<file path="src/rtl/ps2rx_pkg.sv">
package ps2rx_pkg;

   typedef enum logic [2:0] {
      PH_START  = 3'd0,
      PH_DATA   = 3'd1,
      PH_PARITY = 3'd2,
      PH_STOP   = 3'd3,
      PH_BAD    = 3'd4
   } ps2rx_phase_e;

endpackage

</file>
<file path="src/rtl/ps2rx_bit_ctr.sv">
module ps2rx_bit_ctr
   import ps2rx_pkg::*;
#(
   parameter int DATA_BITS = 8
) (
   input  logic         clk,
   input  logic         rst_n,
   input  logic         step,
   input  logic         clear,
   output ps2rx_phase_e phase
);
   localparam int LAST = DATA_BITS + 2;
   localparam int CW   = $clog2(LAST + 1);

   logic [CW-1:0] cnt;

   always_comb begin
      if (cnt == '0)
         phase = PH_START;
      else if (cnt <= CW'(DATA_BITS))
         phase = PH_DATA;
      else if (cnt == CW'(DATA_BITS + 1))
         phase = PH_PARITY;
      else if (cnt == CW'(LAST))
         phase = PH_STOP;
      else
         phase = PH_BAD;
   end

   always_ff @(posedge clk or negedge rst_n) begin
      if (!rst_n)
         cnt <= '0;
      else if (clear)
         cnt <= '0;
      else if (step)
         cnt <= (phase == PH_STOP) ? '0 : cnt + 1'b1;
   end

   // the position never leaves the eleven-bit frame
   p_cnt_in_frame_r2: assert property (@(posedge clk) disable iff (!rst_n)
      phase != PH_BAD);

endmodule

</file>
<file path="src/rtl/ps2rx_shifter.sv">
module ps2rx_shifter #(
   parameter int DATA_BITS = 8
) (
   input  logic                 clk,
   input  logic                 rst_n,
   input  logic                 shift,
   input  logic                 bit_in,
   input  logic                 clear,
   output logic [DATA_BITS-1:0] word
);
   always_ff @(posedge clk or negedge rst_n) begin
      if (!rst_n)
         word <= '0;
      else if (clear)
         word <= '0;
      else if (shift)
         word <= {bit_in, word[DATA_BITS-1:1]};
   end

   // a clear leaves an empty buffer
   p_clear_empties_r12: assert property (@(posedge clk) disable iff (!rst_n)
      clear |=> word == '0);

endmodule

</file>
<file path="src/rtl/ps2rx_parity.sv">
module ps2rx_parity #(
   parameter int DATA_BITS = 8,
   parameter bit ODD       = 1'b1
) (
   input  logic [DATA_BITS-1:0] word,
   input  logic                 par_bit,
   output logic                 good
);
   generate
      if (ODD) begin : g_odd
         assign good = ^{word, par_bit};
      end else begin : g_even
         assign good = ~^{word, par_bit};
      end
   endgenerate
endmodule

</file>
<file path="src/rtl/ps2_rx_frame.sv">
module ps2_rx_frame
   import ps2rx_pkg::*;
#(
   parameter int         DATA_BITS   = 8,
   parameter bit         PARITY_ODD  = 1'b1,
   parameter logic [7:0] RESEND_CODE = 8'hFE
) (
   input  logic                 clk,
   input  logic                 rst_n,
   input  logic                 rx_data,
   input  logic                 edge_ok,
   input  logic                 edge_timeout,
   input  logic                 wr_en,
   output logic [DATA_BITS-1:0] rx_byte,
   output logic                 rx_valid,
   output logic                 resend_req,
   output logic [7:0]           resend_cmd
);
   initial begin
      assert (DATA_BITS >= 2 && DATA_BITS <= 16)
         else $error("ps2_rx_frame: DATA_BITS out of range");
   end

   ps2rx_phase_e         phase;
   logic [DATA_BITS-1:0] word;
   logic                 par_good;
   logic                 take, tmo_err, start_err, par_err, stop_err, sync_err;
   logic                 any_err, par_ok;

   // the timeout outranks an edge in the same cycle
   assign tmo_err   = edge_timeout && (phase != PH_START);
   assign take      = edge_ok && !edge_timeout;
   assign start_err = take && (phase == PH_START) && rx_data;
   assign par_err   = take && (phase == PH_PARITY) && !par_good;
   assign stop_err  = take && (phase == PH_STOP) && !rx_data;
   assign sync_err  = take && (phase == PH_BAD);
   assign any_err   = tmo_err || start_err || par_err || stop_err || sync_err;
   assign par_ok    = take && (phase == PH_PARITY) && par_good;

   ps2rx_bit_ctr #(.DATA_BITS(DATA_BITS)) i_ctr (
      .clk   (clk),
      .rst_n (rst_n),
      .step  (take && !any_err),
      .clear (any_err),
      .phase (phase)
   );

   ps2rx_shifter #(.DATA_BITS(DATA_BITS)) i_shift (
      .clk    (clk),
      .rst_n  (rst_n),
      .shift  (take && (phase == PH_DATA)),
      .bit_in (rx_data),
      .clear  (any_err),
      .word   (word)
   );

   ps2rx_parity #(.DATA_BITS(DATA_BITS), .ODD(PARITY_ODD)) i_par (
      .word    (word),
      .par_bit (rx_data),
      .good    (par_good)
   );

   always_ff @(posedge clk or negedge rst_n) begin
      if (!rst_n) begin
         rx_byte    <= '0;
         rx_valid   <= 1'b0;
         resend_req <= 1'b0;
      end else begin
         rx_valid   <= par_ok;
         resend_req <= any_err && wr_en;
         if (par_ok)
            rx_byte <= word;
      end
   end

   assign resend_cmd = RESEND_CODE;

   p_valid_pulse_r3: assert property (@(posedge clk) disable iff (!rst_n)
      rx_valid |=> !rx_valid);

   p_start_high_r4: assert property (@(posedge clk) disable iff (!rst_n)
      (edge_ok && !edge_timeout && phase == PH_START && rx_data) |=> phase == PH_START);

   p_tmo_mid_r7: assert property (@(posedge clk) disable iff (!rst_n)
      (edge_timeout && phase != PH_START) |=> phase == PH_START);

   p_tmo_idle_r7: assert property (@(posedge clk) disable iff (!rst_n)
      (edge_timeout && phase == PH_START) |=> !resend_req);

   p_tmo_wins_r8: assert property (@(posedge clk) disable iff (!rst_n)
      (edge_ok && edge_timeout && phase == PH_PARITY) |=> !rx_valid);

   p_excl_r9: assert property (@(posedge clk) disable iff (!rst_n)
      !(rx_valid && resend_req));

   p_resend_gated_r10: assert property (@(posedge clk) disable iff (!rst_n)
      resend_req |-> $past(wr_en));

   p_quiet_line_r11: assert property (@(posedge clk) disable iff (!rst_n)
      (!edge_ok && !edge_timeout) |=> $stable(phase) && !rx_valid && !resend_req);

endmodule

</file>
<file path="config.mk">
export PLATFORM = sky130hd
export DESIGN_NAME = ps2_rx_frame
export DESIGN_NICKNAME = d
export VERILOG_FILES = /design/src/rtl/ps2rx_pkg.sv /design/src/rtl/ps2rx_bit_ctr.sv /design/src/rtl/ps2rx_shifter.sv /design/src/rtl/ps2rx_parity.sv /design/src/rtl/ps2_rx_frame.sv
export SDC_FILE = /design/constraint.sdc
export NUM_CORES = 1
export LEC_CHECK = 0
export BUFFER_PORTS_ARGS = -buffer_cell sky130_fd_sc_hd__buf_2
export CORE_MARGIN = 1.5
export CORE_UTILIZATION = 57
export DETAILED_ROUTE_END_ITERATION = 7
export GPL_TIMING_DRIVEN = 0
export PLACE_DENSITY_LB_ADDON = 0.12
export SYNTH_ARGS = -nofsm -noshare
export SYNTH_HDL_FRONTEND = slang
export SYNTH_SLANG_ARGS = --single-unit
</file>
<file path="constraint.sdc">
create_clock -name clk -period 3.59 [get_ports clk]
set_input_delay 0.1795 -clock clk [delete_from_list [all_inputs] [get_ports clk]]
set_output_delay 0.1795 -clock clk [all_outputs]
set_load 0.01 [all_outputs]
</file>
# Yosys cells after proc, flatten, opt, wreduce, memory -nomap -nowiden
# Index checks and enable logic that the tools add are counted.
dict set report totals {
  regBits 22
  latch_bits 0
  ramBits 0
  mem_bits_ro 0
  inputBits 6
  out_inout_bits 18
  elab_cells 49
  mem_count 0
}
dict set report classes {
  n_addsub 1
  n_mul 0
  div_mod_pow 0
  magnitude_cmp 1
  eq_ne 6
  shift 0
  mux 9
  n_bitwise 0
  n_reduce_logical 27
}
# operator n
set op_table {}
lappend op_table {{8-bit two-way mux} 2}
lappend op_table {{1-bit logical AND} 13}
lappend op_table {{3-bit two-way mux} 4}
lappend op_table {{4-bit two-way mux} 3}
lappend op_table {{9-bit XOR reduction} 1}
lappend op_table {{4-bit == test (second input constant)} 2}
lappend op_table {{3-bit by 2-bit == test with 1-bit output (second input constant)} 2}
lappend op_table {{4-bit by 1-bit adder with 4-bit output (second input constant)} 1}
lappend op_table {{4-bit less-or-equal comparator (second input constant)} 1}
lappend op_table {{1-bit zero test} 4}
lappend op_table {{4-bit zero test} 1}
lappend op_table {{1-bit logical OR} 4}
lappend op_table {{2-bit nonzero test} 2}
lappend op_table {{3-bit by 1-bit == test with 1-bit output (second input constant)} 1}
lappend op_table {{3-bit == test (second input constant)} 1}
lappend op_table {{3-bit zero test} 1}
lappend op_table {{3-bit nonzero test} 1}

# Depth between registers and ports, before layout
# Gate-level depths: netlist of run 1.
dict set report logic_depth {
  depth_word 16
  mapped_depth 8
  ltp_nobuf 7
}

# By module
# From an unflattened synthesis of run 1, not the netlist that was laid out.
dict set report hier_totals {
  hier_cells 117
  area_unflattened_um2 1293.7
}
# mod instances cells_per_inst area_each_um2 seq_area_each_um2
set by_module_without_submodules {}
lappend by_module_without_submodules {ps2_rx_frame 1 48 571.8 250.2}
lappend by_module_without_submodules {ps2rx_shifter 1 26 325.3 200.2}
lappend by_module_without_submodules {ps2rx_bit_ctr 1 36 314.1 100.1}
lappend by_module_without_submodules {ps2rx_parity 1 7 82.6 0.0}

# Worst setup path before layout of run 1
# OpenSTA, ideal clock, no wires.
dict set report synth_path {
  kind {register to register}
  start {register i_shift.word[2]}
  end {register rx_byte[0]}
  setup_ns 0.125
  arrival_time_ns 1.735
  required_ns 3.465
  path_slack_ns 1.730
  stages_incl_launch_ff 7
  n_path_buf 1
  synth_period_minus_slack_ns 1.860
  cell_sequence {dfrtp_1 > xnor2_1 > xnor2_1 > xnor3_1 > and2_4 > buf_6 > mux2_4}
}
dict set report synth_between {
  elab_chain_cells 2
}
# item line
set synth_lines {}
lappend synth_lines {{from (decl)} ps2rx_shifter.sv:9} ;# output logic [DATA_BITS-1:0] word
lappend synth_lines {{from (signal assigned)} ps2rx_shifter.sv:17} ;# word <= {bit_in, word[DATA_BITS-1:1]};
lappend synth_lines {{9-bit XOR reduction} ps2rx_parity.sv:11} ;# assign good = ^{word, par_bit};
lappend synth_lines {{1-bit logical AND} ps2_rx_frame.sv:38} ;# assign par_ok = take && (phase == PH_PARITY) && par_good;
lappend synth_lines {{named net par_ok} ps2_rx_frame.sv:28} ;# logic any_err, par_ok;
lappend synth_lines {{to (signal assigned)} ps2_rx_frame.sv:72} ;# rx_byte <= word;
lappend synth_lines {{to (decl)} ps2_rx_frame.sv:14} ;# output logic [DATA_BITS-1:0] rx_byte,
# The timed path passes the listed nets, and every way through them passes these cells.
# A chain may end at the register's enable or synchronous reset.

# Worst setup path after layout of run 1
dict set report layout_path {
  start {register i_shift.word[1]}
  end {register i_shift.word[0]}
}
dict set report layout_between {
  elab_chain_cells 7
}
# item line
set layout_lines {}
lappend layout_lines {{9-bit XOR reduction} ps2rx_parity.sv:11}
lappend layout_lines {{1-bit zero test} ps2_rx_frame.sv:34} ;# assign par_err = take && (phase == PH_PARITY) && !par_good;
lappend layout_lines {{1-bit logical AND} ps2_rx_frame.sv:34}
lappend layout_lines {{1-bit logical OR (3 in a row)} ps2_rx_frame.sv:37} ;# assign any_err = tmo_err || start_err || par_err || stop_err || sync_err;
lappend layout_lines {{8-bit two-way mux or 2-bit nonzero test (tied branches)} -}
# Several ways; a longest one is shown, not always the timed one. The select of a mux whose other input is x is not followed.

==> impl_summary.md, run 1 <==
Power
Of the total power, the share spent switching nets is 0.324. For this design the total switching power over the nets is ~200 uW. The reported leakage power is roughly 0.74 nW.

The post-route total power is 629 uW. Of the total power, the clock network draws 0.211. The internal power is 426 uW. The share of total power dissipated in sequential elements is 0.469. The power density over the cells is roughly 450 mW/mm^2. Of the total power, combinational logic draws 0.320. VDD sags by at most just under 0.0003 V.

Floorplanning
The I/O pin count is 24. The floorplan step defined a die boundary enclosing ~0.0024 mm^2. The number of placement rows is 16. The initial standard-cell utilization of the core is 0.614. The die outline height is around 49 um. The floorplan step set the die width to between 40 and 50 um.

The core region area is 0.00198 mm^2.

Critical path
On the worst path, the slowest cell contributes a delay of 0.44 ns. The endpoint kind of the worst setup timing path is a register. In this run the critical register-to-register path is captured at i_shift.word[0]$_DFFE_PN0P_. The slack of the worst reg-to-reg path is 1.55 ns. The startpoint identified for the worst register-to-register timing path is i_shift.word[1]$_DFFE_PN0P_. The startpoint of the most critical setup path is i_shift.word[1]$_DFFE_PN0P_. The type of the setup path with the least slack is reg -> reg.

Data on the critical path is required at its endpoint by ~3.8 ns. The cell with the most instances on the worst path is xnor2_1. Traced cell by cell, the critical path runs through xnor2_1 -> xnor2_1 -> xnor3_1 -> o211ai_1 -> buf_4 -> nor2_1.

Along the worst path, the maximum fanout reaches 10. For the worst flop-to-flop path, the logic depth is 6. The worst setup path is launched from a register. Data arrives at the worst endpoint at 2.24 ns. The cell with the largest stage delay on the worst path is dfrtp_1.

Synthesis
The number of different library cells used by synthesis comes to 33. The share of the Yosys chip area taken by registers is 0.452. After synthesis the netlist holds a flip-flop and latch count of 22.

The synthesis warning total is 0. The cell area after technology mapping is 0.00122 mm^2. The dominant combinational cell family by area after synthesis is multiplexers.

The share of synthesized cell area in and, or, nand and nor gates is 0.119. The average instance in the mapped netlist occupies between 10 and 15 um^2. The cell type contributing the most total cell area after synthesis is dfrtp_1. Synthesis handed over a netlist of 110 instances.

The portion of synthesized area spent on multiplexers is 0.144. Of the total synthesized cell area, the portion taken by full adders, half adders and majority gates is 0.0411. The XOR/XNOR share of the synthesized area is 0.0761. The share of synthesized area in the top cell type comes to 0.452.

The share of the synthesized area in compound gates (AO/OA/AOI/OAI) is 0.0812. By area the synthesized netlist is led by dfrtp_1 (45%), mux2_4 (8.6%), mux2i_1 (5.8%).

Route
The first detailed-routing pass took 4 iterations. The per-cell routed wire length is between 10 and 15 um. Wires add up to 1920 um. The via count is between 800 and 900. The DRC violation count after routing is 0. The detailed router finished its first iteration with 8 violations. The residual antenna-violating net count after detailed routing is 0.

The per-cell via count in the routed design is around 5.0.

CTS
In this run, CTS created clock tree buffers numbering 3. The number of clock sinks seen by CTS is 22. Clock latency on the worst-skew pair, taken at its later pin, is approximately 0.30 ns. TritonCTS built the clock tree. The number of H-tree branching levels is 1. The master cell of the clock root buffer is clkbuf_4. The number of setup buffers added after CTS is 0. The post-cts repair resize count is 0. After clock tree synthesis, the clock-pin slew on the worst setup and hold paths is between 0.1 and 0.15 ns. In this run the deepest clock path goes through 2 buffers.

STA
Setup repair after global routing left no endpoint under its margin. The fraction of the cycle the final worst path needs is 0.569. The worst pin sits at a relative slew slack of 0.582. The count of pins over their slew limit is 0.

The total count of hold-check failures in the final report is 0. After layout, the minimum clock period comes to slightly above 2 ns. Clock skew on the completed layout was measured at around 0.0023 ns. The transition time at the pin with the least slew margin is just over 0.6 ns.

The count of final setup violators is 0. For the final routed database, the setup TNS stands at 0 ns. The maximum achievable frequency is 0.490 GHz.

GRT
The number of antenna violations at the first check in global routing is 0. Global routing finished with a remaining overflow of 0. The overall global routing resource usage is 0.190. The pin count of the biggest net entering global routing is 23. The via count of the first global-routing pass is 827. The wire length of the first global-routing pass is between 3000 and 4000 um.

Layout
The number of antenna repair diodes is 0. The number of fillers in the final layout is between 150 and 200. With fillers left out, the area of the finished cells amounts to around 0.0014 mm^2. Of the cells placed in the final design, the portion with a size suffix greater than 1 is 0.272. The net total in the final layout is 147. Once layout is complete, the utilization of the core stands at 0.704. The synthesis-to-finish area growth is 14.6%.

Outcome
The flow ran to the end, and the final reports show no timing, DRC or antenna violations.

Placement
The HPWL reported at the end of detailed placement is 1440 um. The total of buffers placed on input and output ports is 15. The placed standard-cell area is approximately 0.0013 mm^2. The weighted congestion reported at the end of routability-driven placement is between 0.7 and 0.8.

Worst hold path
The path class of the lowest-slack min-delay path is in -> reg. The launch point of the worst hold path is wr_en. The worst hold endpoint is resend_req$_DFF_PN0_. The worst hold path passes through 2 cells.

Job
The max-cap violation count is 0.
state kept, by name (all words and copies together) (netlist names):
name,count
i_shift.word,8
rx_byte,8
i_ctr.cnt,4
resend_req,1
rx_valid,1
critical path: cells and delay by family (launching register included):
kind | cells | cell delay [ns]
AOI/OAI and AO/OA | 1 | 0.32
xor gates and xnor gates | 3 | 0.88
buffers and inverters | 1 | 0.24
DFF | 1 | 0.44
and+or+nand+nor | 1 | 0.06
cell type report:
cell class | count | area [um^2] | area share
multi-input cells | 79 | 592 | 0.424
repair buffers | 16 | 85.1 | 0.0610
plain buffers | 11 | 82.6 | 0.0592
clock buffers | 4 | 36.3 | 0.0260
inverters | 4 | 15.0 | 0.0108
flip-flops and latches | 22 | 551 | 0.395
well taps | 27 | 33.8 | 0.0242
Yosys cell counts:
master and count:
o31ai_1 1, xor2_1 1, ha_1 4, nand2b_1 3, buf_4 9, dfrtp_1 22
clkbuf_1 1, nor2b_1 1, or3_1 1, a21oi_1 5, and2_4 1, nor3_1 2
nand3_1 1, conb_1 2, a21o_1 1, buf_6 1, and3b_1 1, inv_1 4
nor3b_1 1, a22oi_1 1, nor4b_1 1, xnor3_1 1, mux2i_1 7, xnor2_1 7
nand2_1 2, a211oi_1 2, nor2_1 12, a31oi_1 1, o21ai_0 3, nand4_1 1
o211ai_1 2, and2_1 1, mux2_4 7
metrics by stage:
| stage | hold slack, ns | std cells | setup WS, ns |
|---|---|---|---|
| floorplan | -0.116 | 116 | 1.73 |
| detailed placement | 0.165 | 158 | 1.59 |
| finish | 0.0830 | 163 | 1.55 |
| global route | 0.0706 | 163 | 1.45 |
| CTS | 0.0758 | 163 | 1.53 |
| global placement | 0.160 | 158 | 1.62 |
timing repair:
item                                    CTS  global route
hold buffers                              1             0
endpoints found under the hold margin    22             0
endpoints found under the setup margin    0             0
power groups by stage:
stage                     logic [mW]  registers [mW]  clock network (mW)
final                          0.201           0.295               0.133
after detailed placement       0.201           0.300                   0
after global placement         0.194           0.299                   0
after global routing           0.231           0.301               0.146
after CTS                      0.203           0.296               0.138
after floorplan                0.155           0.298                   0
metal layers:
layer / GRT usage / part of all wire / vias up
li1: - / - / 406
met1: 0.238 / 0.47 / 388
met2: 0.338 / 0.48 / 20
met3: 0.0460 / 0.044 / 2
met4: 0.0286 / 0.0036 / 0
met5: 0 / 0 / -
how the worst max path moves through the flow:
stage	slack (ns)	endpoint
after floorplan	1.73	rx_byte[0]$_DFFE_PN0P_
after global placement	1.62	i_ctr.cnt[1]$_DFFE_PN0P_
after detailed placement	1.59	i_shift.word[0]$_DFFE_PN0P_
after CTS	1.53	i_shift.word[0]$_DFFE_PN0P_
after global routing	1.45	i_shift.word[0]$_DFFE_PN0P_
final	1.55	i_shift.word[0]$_DFFE_PN0P_
cells in the final DEF, fill, tap and decap left out, types with 4 or more instances in the layout:
cell type / n
conb_1: 8
mux2i_1: 7
nor2_1: 12
buf_4: 9
a21oi_1: 5
dfrtp_1: 22
xnor2_1: 7
buf_2: 15
inv_1: 4
ha_1: 4
mux2_4: 7
kinds of logic (layout without fill, tap and decap cells):
logic type,count (synthesis),in the layout
simple gates,28,28
compound gates,16,16
fa+ha+maj,4,4
xor+xnor,9,9
buf+inv,15,35
flops,22,22
other cells,2,8
mux,14,14
Note: power is estimated with default switching activity, not from simulation.
==> run 2, diff against run 1 <==
ABC_AREA = 1   (was default)
CORE_UTILIZATION = 55   (was 57)
clock period = 2.1 ns   (was 3.59 ns; I/O delays follow)
==> run 2 against run 1 <==
Effect of this change:
- fmax is 7.6% higher
- worst setup slack worse by 1.3 ns
- clock skew is 0.0054 ns higher
- combinational power is 120% higher
- clock-buffer cell count is 1 lower
==> impl_summary.md, run 2 <==
Power
The internal power is 683 uW (was 426 uW). The post-route total power is 1.12 mW (was 629 uW). The reported leakage power is 0.842 nW (was 0.744 nW). The part of the power in combinational logic is 0.387 (was 0.320). The proportion of total power due to net switching is 0.391 (was 0.324). The clock network fraction of total power is 0.163 (was 0.211).

The maximum resistive drop on vdd is 0.000508 V (was 0.000294 V). The power density over the cells is 718 mW/mm^2 (was 451 mW/mm^2). The switching power total came to 438 uW (was 204 uW). The sequential group share of total power is 0.450 (was 0.469).

Critical path
The type of the setup path with the least slack is reg -> reg (unchanged). The worst endpoint data arrival time is 2.13 ns (was 2.24 ns). The endpoint kind of the worst setup timing path was a register (unchanged). The highest net fanout along the worst path is 10 (unchanged). The kind of start point of the critical path is a register (unchanged).

The slack of the worst reg-to-reg path is 0.20 ns (was 1.55 ns). The required arrival time at the worst endpoint is 2.33 ns (was 3.79 ns).

Placement
The total of buffers placed on input and output ports was 15 (unchanged). The weighted congestion reported at the end of routability-driven placement came to 0.878 (was 0.746). The worst setup slack after placement came to 0.104 ns (was 1.59 ns). The HPWL reported at the end of detailed placement is 1970 um (was 1440 um).

The placed standard-cell area is 0.00151 mm^2 (was 0.00135 mm^2). The post-placement cell count came to 241 (was 158).

Synthesis
Dominant cells by area after synthesis: dfrtp_1 (40%), nand2_1 (17%), inv_1 (7.9%) (was dfrtp_1 (45%), mux2_4 (8.6%), mux2i_1 (5.8%)). The top cell type's share of synthesized area is 0.399 (was 0.452). Most instantiated cells after synthesis: nand2_1 (61), inv_1 (29), dfrtp_1 (22) (was dfrtp_1 (22), nor2_1 (12), buf_4 (9)). The number of distinct library cells after synthesis is 20 (was 33). The cell type contributing the most total cell area after synthesis is dfrtp_1 (unchanged). The synthesis warning total is 0 (unchanged).

The number of instances in the synthesized netlist is 192 (was 110). The register bit total from synthesis is 22 (unchanged). The share of flip-flops with an asynchronous set or reset after synthesis is 1.00 (unchanged). The cell area after technology mapping is 0.00138 mm^2 (was 0.00122 mm^2).

The cell with the most instances after synthesis is nand2_1 (was dfrtp_1). The number of enable flip-flop cells after synthesis was 0 (unchanged). The mean instance size in the synthesized netlist was 7.19 um^2 (was 11.1 um^2). The prevailing post-synth register cell is dfrtp_1 (unchanged). The sequential share of the synthesized area was 0.399 (was 0.452).

CTS
The number of H-tree branching levels is 1 (unchanged). The clock buffer count from CTS is 3 (unchanged). The number of setup buffers added after CTS is 0 (unchanged).

The master cell of the clock root buffer is clkbuf_4 (unchanged). The number of clock sinks seen by CTS is 22 (unchanged). The maximum buffer depth of the clock tree came to 2 (unchanged). The clock slew at the register clock pins of the worst setup and hold paths is 0.11 ns (about the same). The clock insertion delay at the later pin of the skew report is 0.30 ns (about the same). The clock tree from TritonCTS is built (unchanged).

Layout
The total non-filler cell area in the finished layout is 0.00156 mm^2 (was 0.00140 mm^2). The fraction of final layout cells sized beyond drive strength 1 is 0.179 (was 0.272). Registers with the most flip-flops: i_shift.word x8, rx_byte x8, i_ctr.cnt x4 (unchanged). Most used cells in the layout excluding fill and tap cells: nand2_1 (61), inv_1 (29), dfrtp_1 (22) (was dfrtp_1 (22), buf_2 (15), nor2_1 (12)). The final core utilization is 0.679 (was 0.704).

The most frequent standard cell in the layout excluding fill and tap cells is nand2_1 (was dfrtp_1). The net total in the final layout is 230 (was 147). The final instance count without filler cells is 246 (was 163). The number of fillers in the final layout is 215 (was 161).

The number of antenna repair diodes is 0 (unchanged). The synthesis-to-finish area growth is 13.1% (was 14.6%).

Floorplanning
The I/O pin count is 24 (unchanged). The core region area is 0.00230 mm^2 (was 0.00198 mm^2). The number of placement rows came to 17 (was 16). The initial standard-cell utilization of the core was 0.601 (was 0.614).

The die outline height is 53.1 um (was 49.2 um). The die outline width is 53.1 um (was 49.2 um). The floorplan die area is 0.00282 mm^2 (was 0.00242 mm^2).

Route
The per-cell routed wire length is 10.4 um (was 11.8 um). The routed length on met2 is 1150 um (was 921 um). The number of iterations in the first detailed-routing pass is 4 (unchanged). The per-cell via count in the routed design came to 4.95 (was 5.01). The via count is 1,217 (was 816). The top routing layer in use is met4 (unchanged). The residual antenna-violating net count after detailed routing is 0 (unchanged). The first-iteration detailed-routing DRC count is 40 (was 8). The wire length the detailed router placed on met1 was 1210 um (was 906 um). The wire length reported by the detailed router is 2550 um (was 1920 um).

The DRC violation count after routing is 0 (unchanged). The sum of met3 wire segment lengths after detailed routing is 161 um (was 84 um).

GRT
The number of antenna violations at the first check in global routing is 0 (unchanged). The pin count of the biggest net entering global routing came to 23 (unchanged). The wire length of the first global-routing pass is 4400 um (was 3570 um).

The via count of the first global-routing pass is 1,085 (was 827). The total congestion overflow came to 0 (unchanged). The overall global routing resource usage is 0.212 (was 0.190).

Worst hold path
The path class of the lowest-slack min-delay path is in -> reg (unchanged).

STA
The maximum achievable frequency is 0.527 GHz (was 0.490 GHz). The worst clock skew on the final layout was 0.00777 ns (was 0.00233 ns). The final worst setup slack is 0.204 ns (was 1.55 ns).

The fraction of the cycle the final worst path needs came to 0.903 (was 0.569). The final hold slack came to 0.213 ns (was 0.0830 ns). The final critical path time including I/O delays and setup is 1.90 ns (was 2.04 ns).

The sum of negative setup slack came to 0 ns (unchanged). The count of pins over their slew limit is 0 (unchanged). The total count of hold-check failures in the final report is 0 (unchanged). RSZ-0062 raised after global routing: false (unchanged). The count of final setup violators is 0 (unchanged).

Job
The max-cap violation count is 0 (unchanged).

Outcome
Status: completed (unchanged).
run 2: cell count changes in the layout (fill, tap and decap cells not counted), sizes merged, moves of 2 or more:
cell	delta
nor2	+8
nand3	+17
o211ai	-2
mux2i	-7
clkbuf	-2
nand2b	-3
mux2	-7
o21ai	+8
and2	-2
nand2	+63
xnor2	-7
inv	+26
a211oi	-2
run 2: power by group through the flow:
stage	clock network [mW]	logic [mW]	registers (mW)
after floorplan	0	0.332	0.504
after global placement	0	0.405	0.509
after detailed placement	0	0.421	0.511
after CTS	0.190	0.426	0.502
after global routing	0.205	0.488	0.512
final	0.183	0.433	0.504
run 2: worst paths after layout:
path / to / start / cells past startpoint
max in group asynchronous: i_shift.word[2]$_DFFE_PN0P_ / rst_n / 2
min: i_shift.word[7]$_DFFE_PN0P_ / rx_data / 5
max: i_shift.word[1]$_DFFE_PN0P_ / i_ctr.cnt[0]$_DFFE_PN0P_ / 9
min in group asynchronous: rx_byte[7]$_DFFE_PN0P_ / rst_n / 2
max reg2reg: i_shift.word[1]$_DFFE_PN0P_ / i_ctr.cnt[0]$_DFFE_PN0P_ / 9
min reg2reg: rx_byte[0]$_DFFE_PN0P_ / rx_byte[0]$_DFFE_PN0P_ / 2
run 2: cells by family after synthesis:
logic type	after synthesis	share of synthesized area
AND/OR/NAND/NOR	107	0.354
flip-flops	22	0.399
adder cells (fa/ha/maj)	4	0.0363
buffers and inverters	40	0.141
AO/OA/AOI/OAI	17	0.0644
other	2	0.00544
run 2: layout make-up:
| cell class | count | area [um^2] | area share |
|---|---|---|---|
| multi-input cells | 136 | 662 | 0.424 |
| flip-flops and latches | 22 | 551 | 0.353 |
| inverters | 30 | 113 | 0.0722 |
| repair buffers | 17 | 95.1 | 0.0609 |
| plain buffers | 10 | 82.6 | 0.0529 |
| well taps | 28 | 35.0 | 0.0225 |
| clock buffers | 3 | 22.5 | 0.0144 |
run 2: what timing repair did:
action / CTS / global route
gates resized for setup: 0 / 1
hold buffers: 2 / 0
hold endpoints to repair: 23 / 0
setup endpoints to repair: 0 / 11
run 2: critical path, cell delays in order, from the launching register on:
cell and delay [ns]:
dfrtp_1 0.43, inv_1 0.13, ha_1 0.19, inv_1 0.09
nor3_2 0.27, o22ai_1 0.12, nor2_1 0.23, nand2_2 0.12
buf_6 0.15, nor2_1 0.10
run 2: routing by layer:
metal / up-vias / GRT usage
li1: 629 / -
met1: 549 / 0.283
met2: 34 / 0.354
met3: 5 / 0.0339
met4: 0 / 0.0641
met5: - / 0
==> run 3, diff against run 2 <==
CORE_MARGIN = default   (was 1.5)
CTS_CLUSTER_SIZE = 16   (was default)
SYNTH_HIERARCHICAL = 1   (was default)
==> run 3 against run 2 <==
Effect of this change:
- critical endpoint is now i_ctr/cnt[2]$_DFFE_PN0P_
- worst setup slack got worse by 0.23 ns
- via count grew 2.8%
- sequential power grew 2%
- global-route usage rose by 2.0 points
- clock power increased by 79%
- sequential share of layout area down 5.1 points
- largest power group is now combinational cells
- synthesized cell count fell by 3.1%
- die area fell by 2.0%
- worst hold slack got worse by 0.13 ns
- the flow now finishes with violations (negative setup slack)
- clock-buffer cell count did not move
==> impl_summary.md, run 3 <==
Layout
The area occupied by registers came to 552 um^2 (was 551 um^2). The final instance count without filler cells is 250 (was 246). The final core utilization is 0.787 (was 0.679). The fraction of final layout cells sized beyond drive strength 1 is 0.396 (was 0.179).

The number of fillers in the final layout was 162 (was 215). Registers with the most flip-flops: i_shift/word x8, rx_byte x8, i_ctr/cnt x4 (was i_shift.word x8, rx_byte x8, i_ctr.cnt x4). Most used cells in the layout excluding fill and tap cells: nand2_1 (68), dfrtp_1 (21), buf_4 (15), buf_2 (15), nand3_1 (14) (was nand2_1 (61), inv_1 (29), dfrtp_1 (22)).

The synthesis-to-finish area growth is 29.9% (was 13.1%). The most frequent standard cell in the layout excluding fill and tap cells is nand2_1 (unchanged). The number of antenna repair diodes is 0 (unchanged). The area of the multi-input gates was 821 um^2 (was 662 um^2).

The total non-filler cell area in the finished layout is 0.00183 mm^2 (was 0.00156 mm^2). The net total in the final layout is 233 (was 230).

Power
The reported leakage power is 0.982 nW (was 0.842 nW). The clock network fraction of total power came to 0.180 (was 0.163). The internal power was 1.07 mW (was 683 uW). The power density over the cells is 999 mW/mm^2 (was 718 mW/mm^2). The proportion of total power due to net switching is 0.414 (was 0.391).

The switching power total is 754 uW (was 438 uW). The maximum resistive drop on vdd is 0.000842 V (was 0.000508 V). The post-route total power is 1.82 mW (was 1.12 mW).

The sequential group share of total power is 0.281 (was 0.450). The part of the power in combinational logic came to 0.539 (was 0.387).

Synthesis
The share of flip-flops with an asynchronous set or reset after synthesis came to 1.00 (unchanged). Dominant cells by area after synthesis: dfrtp_1 (39%), nand2_1 (19%), nand3_1 (5.7%) (was dfrtp_1 (40%), nand2_1 (17%), inv_1 (7.9%)). The cell type contributing the most total cell area after synthesis is dfrtp_1 (unchanged). The sequential share of the synthesized area is 0.392 (was 0.399). The number of instances in the synthesized netlist was 186 (was 192). The synthesis warning total is 6 (was 0). The dominant combinational cell family by area after synthesis was simple AND/OR/NAND/NOR gates (unchanged). The prevailing post-synth register cell is dfrtp_1 (unchanged). The mean instance size in the synthesized netlist is 7.55 um^2 (was 7.19 um^2). The post-synthesis mux area share is 0 (unchanged).

The top cell type's share of synthesized area came to 0.392 (was 0.399). The XOR/XNOR share of the synthesized area came to 0.0125 (was 0). The cell with the most instances after synthesis is nand2_1 (unchanged). The arithmetic-cell share of the synthesized area counting full adders, half adders and majority gates is 0.0356 (was 0.0363). The share of synthesized cell area in and, or, nand and nor gates is 0.383 (was 0.354). The number of enable flip-flop cells after synthesis is 0 (unchanged). The cell area after technology mapping is 0.00141 mm^2 (was 0.00138 mm^2). The register bit total from synthesis came to 22 (unchanged). Most instantiated cells after synthesis: nand2_1 (70), dfrtp_1 (22), inv_1 (20) (was nand2_1 (61), inv_1 (29), dfrtp_1 (22)). The share of the synthesized area in compound gates (AO/OA/AOI/OAI) is 0.0401 (was 0.0644).

The number of distinct library cells after synthesis is 26 (was 20).

GRT
The number of antenna violations at the first check in global routing is 0 (unchanged). The pin count of the biggest net entering global routing is 23 (unchanged). The wire length of the first global-routing pass is 4610 um (was 4400 um).

The total congestion overflow was 0 (unchanged). The overall global routing resource usage was 0.233 (was 0.212). The via count of the first global-routing pass came to 1,111 (was 1,085).

Floorplanning
The floorplan die area was 0.00276 mm^2 (was 0.00282 mm^2). The I/O pin count is 24 (unchanged). The core region area is 0.00232 mm^2 (was 0.00230 mm^2). The initial standard-cell utilization of the core came to 0.606 (was 0.601).

The die outline width came to 52.5 um (was 53.1 um). The die outline height is 52.5 um (was 53.1 um). The number of placement rows was 17 (unchanged).

STA
The final worst setup slack is -0.0289 ns (was 0.204 ns). The final critical path time including I/O delays and setup came to 2.13 ns (was 1.90 ns). The fraction of the cycle the final worst path needs is 1.01 (was 0.903). The sum of negative setup slack came to -0.0289 ns (was 0 ns).

The total count of hold-check failures in the final report is 0 (unchanged). The worst clock skew on the final layout is 0.00478 ns (was 0.00777 ns). RSZ-0062 raised after global routing: true (was false). The count of final setup violators came to 1 (was 0). The final hold slack is 0.0798 ns (was 0.213 ns). The maximum achievable frequency is 0.470 GHz (was 0.527 GHz).

The count of pins over their slew limit is 0 (unchanged).

Placement
The HPWL reported at the end of detailed placement is 1910 um (was 1970 um). The total of buffers placed on input and output ports is 15 (unchanged). The worst setup slack after placement is -0.209 ns (was 0.104 ns). The placed standard-cell area came to 0.00155 mm^2 (was 0.00151 mm^2). The weighted congestion reported at the end of routability-driven placement is 0.785 (was 0.878). The post-placement cell count came to 235 (was 241).

Route
The first-iteration detailed-routing DRC count came to 26 (was 40). The per-cell routed wire length is 12.3 um (was 10.4 um). The via count is 1,251 (was 1,217). The residual antenna-violating net count after detailed routing is 0 (unchanged). The DRC violation count after routing is 0 (unchanged). The per-cell via count in the routed design was 5.00 (was 4.95). The number of iterations in the first detailed-routing pass is 4 (unchanged). The wire length reported by the detailed router is 3080 um (was 2550 um).

Critical path
The worst endpoint data arrival time was 2.35 ns (was 2.13 ns). The cell with the most instances on the worst path is nor2_4. The kind of start point of the critical path is a register (unchanged). The cell with the largest stage delay on the worst path is dfrtp_1 (unchanged). The startpoint of the lowest-slack register-to-register path is i_ctr/cnt[1]$_DFFE_PN0P_ (was i_ctr.cnt[0]$_DFFE_PN0P_). The kind of cell adding the most delay to the critical path is simple AND/OR/NAND/NOR gates (unchanged). The count of buffering cells on the critical path with inverters included is 4 (was 3). The endpoint kind of the worst setup timing path was a register (unchanged).

The longest individual stage delay on the worst path is 0.44 ns (was 0.43 ns). The startpoint of the most critical setup path is i_ctr/cnt[1]$_DFFE_PN0P_ (was i_ctr.cnt[0]$_DFFE_PN0P_). The highest net fanout along the worst path came to 4 (was 10). The required arrival time at the worst endpoint is 2.32 ns (was 2.33 ns). Cells along the critical path: buf_6 -> ha_4 -> inv_4 -> nor2_4 -> a21oi_2 -> nor2_4 -> buf_6 -> nor2_4 -> nand3_2 -> nand3_4 -> nor2_4 -> nor2_4 -> inv_4 -> a21oi_4 -> a21oi_2 (was inv_1 -> ha_1 -> inv_1 -> nor3_2 -> o22ai_1 -> nor2_1 -> nand2_2 -> buf_6 -> nor2_1). The type of the setup path with the least slack is reg -> reg (unchanged).

Worst hold path
The path class of the lowest-slack min-delay path is in -> reg (unchanged). The launch point of the worst hold path is rx_data (unchanged).

CTS
The master cell of the clock root buffer is clkbuf_4 (unchanged). The clock slew at the register clock pins of the worst setup and hold paths is 0.13 ns (was 0.11 ns). The clock buffer count from CTS is 3 (unchanged). The clock tree from TritonCTS is built (unchanged).

The number of clock sinks seen by CTS is 22 (unchanged). The clock insertion delay at the later pin of the skew report is 0.31 ns (was 0.30 ns). The maximum buffer depth of the clock tree is 2 (unchanged). The number of H-tree branching levels came to 1 (unchanged).

Job
The max-cap violation count is 0 (unchanged).

Outcome
Status: finished with violations (was completed). The final reports fail on negative setup slack.
[run 3: cell count changes in the layout (fill, tap and decap cells not counted), moves of 4 or more]
| cell | change |
|---|---|
| nor2_1 | -17 |
| buf_4 | +7 |
| o21ai_0 | -11 |
| nor2_4 | +7 |
| inv_2 | +7 |
| nand2_2 | +5 |
| nand2_1 | +7 |
| inv_4 | +4 |
| inv_1 | -16 |
[run 3: cell families (layout without fill, tap and decap cells)]
logic type | after synthesis | in the layout
flip-flops | 22 | 22
buffers and inverters | 36 | 66
AND/OR/NAND/NOR | 111 | 111
AO/OA/AOI/OAI | 9 | 9
XOR/XNOR | 2 | 2
other | 2 | 8
adder cells (fa/ha/maj) | 4 | 4
[run 3: cell type report]
class / count / area share
buffer: 10 / 0.0452
tap: 28 / 0.0192
sequential: 22 / 0.302
inverter: 26 / 0.0617
timing repair buffer: 26 / 0.0932
clock buffer: 3 / 0.0123
multi-input combinational: 134 / 0.450
clock inverter: 1 / 0.0164
[run 3: what timing repair did]
item | in CTS | in global routing
resized for setup | 7 | 31
hold buffers | 2 | 0
pin swaps | 2 | 12
setup buffers | 6 | 3
setup endpoints to repair | 10 | 12
endpoints found under the hold margin | 23 | 0
[run 3: worst paths after layout]
path                                          endpoint  slack, ns  depth (start not counted)
max in group asynchronous     i_ctr/cnt[0]$_DFFE_PN0P_       1.50                          2
setup / recovery              i_ctr/cnt[2]$_DFFE_PN0P_      -0.03                         15
setup reg to reg              i_ctr/cnt[2]$_DFFE_PN0P_      -0.03                         15
min in group asynchronous       rx_byte[7]$_DFFE_PN0P_       0.25                          2
hold reg to reg                 rx_byte[4]$_DFFE_PN0P_       0.49                          2
hold / removal             i_shift/word[7]$_DFFE_PN0P_       0.08                          3
[run 3: layer usage]
| metal | part of all wire | vias up | GRT usage |
|---|---|---|---|
| li1 | - | 628 | - |
| met1 | 0.37 | 574 | 0.271 |
| met2 | 0.55 | 45 | 0.416 |
| met3 | 0.060 | 4 | 0.0174 |
| met4 | 0.016 | 0 | 0.132 |
| met5 | 0 | - | 0 |
[run 3: power groups by stage]
stage               registers, mW  clock network [mW]  logic, mW
detailed placement          0.517                   0      0.574
CTS                         0.501               0.331      0.702
global placement            0.517                   0      0.548
finish                      0.512               0.328      0.983
floorplan                   0.509                   0      0.466
global route                0.516               0.345       1.06
[run 3: tightest hold or removal path, cell delays in order]
cell,delay [ns]
buf_2,0.13
nand3_1,0.09
nand2_1,0.05
